File: config.mk
export PLATFORM = sky130hd
export DESIGN_NAME = xfifo_gate
export DESIGN_NICKNAME = d
export VERILOG_FILES = /design/src/rtl/xfg_pkg.sv /design/src/rtl/xfg_ctrl.sv /design/src/rtl/xfg_dpath.sv /design/src/rtl/xfifo_gate.sv
export SDC_FILE = /design/constraint.sdc
export NUM_CORES = 1
export LEC_CHECK = 0
export BUFFER_PORTS_ARGS = -buffer_cell sky130_fd_sc_hd__buf_4
export CAP_MARGIN = 5
export CORE_UTILIZATION = 57
export CTS_CLUSTER_SIZE = 40
export DETAILED_ROUTE_END_ITERATION = 10
export PLACE_DENSITY_LB_ADDON = 0.2
export SYNTH_ARGS = -nofsm -noshare
export SYNTH_HDL_FRONTEND = slang
export SYNTH_SLANG_ARGS = --single-unit
File: constraint.sdc
create_clock -name clk -period 5.3 [get_ports clk]
set_input_delay 0.53 -clock clk [delete_from_list [all_inputs] [get_ports clk]]
set_output_delay 0.53 -clock clk [all_outputs]
set_load 0.01 [all_outputs]
File: src/rtl/xfg_pkg.sv
package xfg_pkg;
  // strobes from control to datapath
  typedef struct packed {
    logic cntInc;
    logic cntClr;
    logic errSet;
  } ctlStrobes_t;
endpackage

File: src/rtl/xfg_ctrl.sv
module xfg_ctrl
  import xfg_pkg::*;
(
  input  logic        reqValid,
  input  logic        reqWrite,
  input  logic        fifoFull,
  input  logic        fifoEmpty,
  input  logic        fullSenseEn,
  input  logic        emptySenseEn,
  input  logic        limitHit,
  output logic        xferGo,
  output ctlStrobes_t strobes
);
  logic wrBlocked;
  logic rdBlocked;
  logic holdOff;

  always_comb begin
    wrBlocked = reqWrite & fullSenseEn & fifoFull;
    rdBlocked = ~reqWrite & emptySenseEn & fifoEmpty;
    holdOff   = reqValid & (wrBlocked | rdBlocked);
    xferGo    = reqValid & ~holdOff;

    strobes.cntInc = holdOff;
    strobes.cntClr = ~holdOff;
    strobes.errSet = holdOff & limitHit;
  end
endmodule

File: src/rtl/xfg_dpath.sv
module xfg_dpath
  import xfg_pkg::*;
#(
  parameter int CNT_W = 8
) (
  input  logic             clk,
  input  logic             rstN,
  input  ctlStrobes_t      strobes,
  input  logic             limitWe,
  input  logic [CNT_W-1:0] limitIn,
  input  logic             errClear,
  output logic             limitHit,
  output logic             errFlag
);
  localparam logic [CNT_W-1:0] LIMIT_RST = '1;
  localparam logic [CNT_W-1:0] CNT_MAX   = '1;
  localparam logic [CNT_W-1:0] CNT_ONE   = CNT_W'(1);

  logic [CNT_W-1:0] limitQ;
  logic [CNT_W-1:0] holdCnt;
  logic [CNT_W-1:0] cntNext;

  always_comb begin
    cntNext  = holdCnt + CNT_ONE;
    limitHit = (limitQ != '0) && (holdCnt != CNT_MAX) && (cntNext == limitQ);
  end

  always_ff @(posedge clk or negedge rstN) begin
    if (!rstN) limitQ <= LIMIT_RST;
    else if (limitWe) limitQ <= limitIn;
  end

  always_ff @(posedge clk or negedge rstN) begin
    if (!rstN) holdCnt <= '0;
    else if (strobes.cntClr) holdCnt <= '0;
    else if (strobes.cntInc && holdCnt != CNT_MAX) holdCnt <= cntNext;
  end

  always_ff @(posedge clk or negedge rstN) begin
    if (!rstN) errFlag <= 1'b0;
    else if (strobes.errSet) errFlag <= 1'b1;
    else if (errClear) errFlag <= 1'b0;
  end
endmodule

File: src/rtl/xfifo_gate.sv
module xfifo_gate
  import xfg_pkg::*;
#(
  parameter int CNT_W = 8
) (
  input  logic             clk,
  input  logic             rstN,
  input  logic             reqValid,
  input  logic             reqWrite,
  input  logic             fifoFull,
  input  logic             fifoEmpty,
  input  logic             fullSenseEn,
  input  logic             emptySenseEn,
  input  logic             limitWe,
  input  logic [CNT_W-1:0] limitIn,
  input  logic             errClear,
  output logic             xferGo,
  output logic             errFlag
);
  ctlStrobes_t strobes;
  logic        limitHit;

  xfg_ctrl u_ctrl (
    .reqValid(reqValid), .reqWrite(reqWrite),
    .fifoFull(fifoFull), .fifoEmpty(fifoEmpty),
    .fullSenseEn(fullSenseEn), .emptySenseEn(emptySenseEn),
    .limitHit(limitHit), .xferGo(xferGo), .strobes(strobes)
  );

  xfg_dpath #(.CNT_W(CNT_W)) u_dpath (
    .clk(clk), .rstN(rstN), .strobes(strobes),
    .limitWe(limitWe), .limitIn(limitIn), .errClear(errClear),
    .limitHit(limitHit), .errFlag(errFlag)
  );
endmodule

==> flow_summary_export.csv <==
group,metric,value,unit
floorplanning,dieArea,0.001895,mm^2
pwr,power.switching,67.35,uW
final_layout,drive_above_1_share,0.3419,
yosys,synth.cell_area,983.4,um^2
route,wl_met1,872,um
placed_design,placed_area,0.001129,mm^2
floorplanning,core.rowCount,14,
sta,max_slew_margin,0.7676,
clocking,postCtsResizedCells,0,
yosys,synthSimpleGateAreaFrac,0.1718,
placed_design,dpl.cell_count,129,
setup_path,slowest_delay,0.49,ns
route,wirelength,1995,um
sta,period_needed,1.880,ns
clocking,cts_tree,"done",
global_route,grt_max_degree,18,
clocking,post-cts-setup-buffers,0,
sta,clock_skew,0.009642,ns
route,wl_met3,59,um
setup_path,path_class,"flip-flop to flip-flop",
floorplanning,start_util,0.6308,
route,wl_met2,1027,um
setup_path,cp_data_arrival_time,2.07,ns
global_route,grt_pass1_vias,810,
clocking,clk-insertion-delay-late,0.30,ns
final_layout,fillers,116,
final_layout,n_antenna_cell,0,
pwr,p_int,191.5,uW
setup_path,cp-start-kind,"flip-flop",
yosys,synth_seq_area_share,0.4427,
clocking,cts.sinks,17,
yosys,synth_nets,117,
pwr,seqPwrFrac,0.572,
global_route,antenna_found_initial,0,
pwr,p_leak,0.0004921,uW
clocking,cts_buffer_depth,2,
final_layout,final_cell_count_no_fill,133,
sta,fin_crit_sh,0.3546,
sta,hold_viol,0,
yosys,ys_ff_latch,17,
run,cap_violations,0,
yosys,yosysUniqueCellTypes,37,
yosys,yosys.area_share.adder,0.01272,
final_layout,syn2layout_area_growth,17.81,%
floorplanning,dieWidth,43.54,um
floorplanning,ios,20,
pwr,p_per_area,223.4,mW/mm^2
route,vias,814,
clocking,cts-root-buf,"clkbuf_4",
route,routed.top_layer,"met4",
yosys,synth_area_per_cell,10.04,um^2
yosys,synth_top_family_by_area,"simple AND/OR/NAND/NOR gates",
sta,setup-violations-final,0,
final_layout,multi_input_area,519.2,um^2
run_status,status,"completed",
sta,rsz0062_at_grt,"false",
pwr,ir_worst_vdd,0.2052,mV
route,drtIter0Drc,29,
route,wire_per_inst,15.00,um
setup_path,endpoint_kind,"flip-flop",
route,ant_nets,0,
yosys,synth_xor_area_frac,0.1056,
placed_design,dp_hpwl,1542,um
yosys,yosys_warnings,0,
clocking,cts_hold_buffers,0,
pwr,power_frac_comb,0.150,
setup_path,cp_slowest_cell,"dfrtp_1",
final_layout,area.sequential,435.4,um^2
final_layout,nNetsFinal,137,
floorplanning,die_h,43.54,um
final_layout,fin_area,0.001159,mm^2
sta,max_freq,532.0,MHz
sta,worstMarginPinSlew,0.3459,ns
route,via_per_inst,6.120,
setup_path,path_max_fanout,7,
route,drt-pass1-iter-count,4,
final_layout,final_util,0.7432,
pwr,p_sw_frac,0.2602,
pwr,pwr-share-clk,0.277,
setup_path,crit_chain,"ha_1, nand2_1, xor2_1, a31o_1, a21boi_0, o41ai_1",
yosys,synthMuxAreaShare,0.07888,
clocking,numCtsBuffers,3,
placed_design,io_buffers,19,
global_route,grt_pass1_wl,3470,um
hold_path,hold_path.class,"primary input to async pin",
clocking,h-tree-depth,1,
sta,finalSetupTns,0,ns
floorplanning,core,0.001559,mm^2
yosys,synth_cells,98,
sta,drv_slew,0,
yosys,synth_compound_area_frac,0.1590,
global_route,grt_remaining_overflow,0,
global_route,grt_usage,0.2537,
route,drcViolationCount,0,
clocking,path_clk_slew,0.11,ns
setup_path,worstPathRequired,5.49,ns
placed_design,routabilityCongestion,0.8648,
state kept, by name, indices dropped and copies added, names as in the netlist:
register / count
u_dpath.errFlag: 1
u_dpath.holdCnt: 8
u_dpath.limitQ: 8
power by group through the flow:
stage / clock network, uW / registers [uW] / logic [uW]
2_1_floorplan: 0 / 148 / 22.2
6_report: 71.8 / 148 / 38.9
5_1_grt: 76.4 / 149 / 43.0
4_1_cts: 74.3 / 148 / 39.2
3_3_place_gp: 0 / 150 / 36.9
3_5_place_dp: 0 / 151 / 39.0
layout by cell type, fill, tap and decap left out, drive strengths merged, types with 2 or more instances in the layout:
cell type | netlist | final
dfstp | 8 | 8
a211oi | 2 | 2
nor3 | 4 | 4
a31o | 2 | 2
inv | 3 | 3
o21ai | 5 | 5
a21boi | 2 | 2
nand3 | 4 | 4
mux2 | 6 | 6
xor2 | 7 | 7
dfrtp | 9 | 9
nor2 | 9 | 9
nand2 | 8 | 8
xnor2 | 4 | 4
buf | 2 | 19
clkbuf | 2 | 3
a21oi | 4 | 4
layout make-up:
type / instances / area share
timing repair buffer: 19 / 0.1231
sequential: 17 / 0.3758
clock buffer: 3 / 0.01944
inverter: 3 / 0.009719
clock inverter: 1 / 0.006479
multi-input combinational: 74 / 0.4482
tap: 16 / 0.01728
synth_stat cells:
library cell | n | area [um^2]
a211oi_1 | 2 | 15.01
a21boi_0 | 1 | 7.510
a21boi_1 | 1 | 7.510
a21o_1 | 1 | 7.510
a21oi_1 | 4 | 20.02
a221oi_1 | 1 | 8.760
a31o_1 | 2 | 17.52
a31oi_1 | 1 | 6.260
a32oi_1 | 1 | 8.760
and3_1 | 1 | 6.260
and4_2 | 1 | 10.01
buf_2 | 2 | 10.01
clkbuf_1 | 2 | 7.510
dfrtp_1 | 9 | 225.2
dfstp_2 | 8 | 210.2
ha_1 | 1 | 12.51
inv_1 | 3 | 11.26
mux2_2 | 6 | 67.56
mux2i_1 | 1 | 10.01
nand2_1 | 8 | 30.03
nand2b_1 | 1 | 6.260
nand3_1 | 3 | 15.01
nand3_4 | 1 | 17.52
nand4_1 | 1 | 6.260
nand4b_1 | 1 | 8.760
nor2_1 | 9 | 33.78
nor3_1 | 4 | 20.02
nor4_1 | 1 | 6.260
nor4b_1 | 1 | 8.760
o211ai_1 | 1 | 7.510
o21a_1 | 1 | 7.510
o21ai_0 | 5 | 25.02
o221ai_1 | 1 | 8.760
o41ai_1 | 1 | 8.760
xnor2_1 | 4 | 35.03
xor2_1 | 6 | 52.55
xor2_2 | 1 | 16.27
worst paths after layout:
kind	start	end	slack [ns]	cells after the start
max in group asynchronous	rstN	u_dpath.limitQ[5]$_DFFE_PN1P_	4.96	1
min in group clk	limitIn[2]	u_dpath.limitQ[2]$_DFFE_PN1P_	0.44	3
max	u_dpath.holdCnt[0]$_DFFE_PN0P_	u_dpath.errFlag$_DFFE_PN0P_	3.42	6
min reg2reg	u_dpath.errFlag$_DFFE_PN0P_	u_dpath.errFlag$_DFFE_PN0P_	0.50	2
max reg2reg	u_dpath.holdCnt[0]$_DFFE_PN0P_	u_dpath.errFlag$_DFFE_PN0P_	3.42	6
min	rstN	u_dpath.holdCnt[2]$_DFFE_PN0P_	0.07	1
critical path: cells and delay by family, from the launching register on:
kind / cells / cell delay (ns)
xor gates and xnor gates: 1 / 0.24
adders and majority gates: 1 / 0.32
DFF: 1 / 0.49
and+or+nand+nor: 1 / 0.12
AOI/OAI and AO/OA: 3 / 0.60
metal layers:
layer  GRT usage  vias to the layer above
met3     0.03750                        4
li1            -                      394
met2      0.4333                       19
met1      0.3108                      397
met5           0                        -
met4      0.1313                        0
metrics by stage:
| step | power, uW | worst slack [ns] | hold WS [ns] |
|---|---|---|---|
| 4_1_cts | 261.7 | 3.420 | 0.07221 |
| 5_1_grt | 268.6 | 3.284 | 0.07807 |
| 3_3_place_gp | 186.9 | 3.519 | 0.4031 |
| 6_report | 258.9 | 3.420 | 0.07496 |
| 2_1_floorplan | 170.6 | 3.614 | 0.2344 |
| 3_5_place_dp | 189.5 | 3.442 | 0.4054 |
cells by family after synthesis:
family,Yosys count
mux,7
fa+ha+maj,1
buf+inv,7
xor+xnor,11
simple gates,32
flops,17
compound gates,23
(Power assumes the default switching activity.)
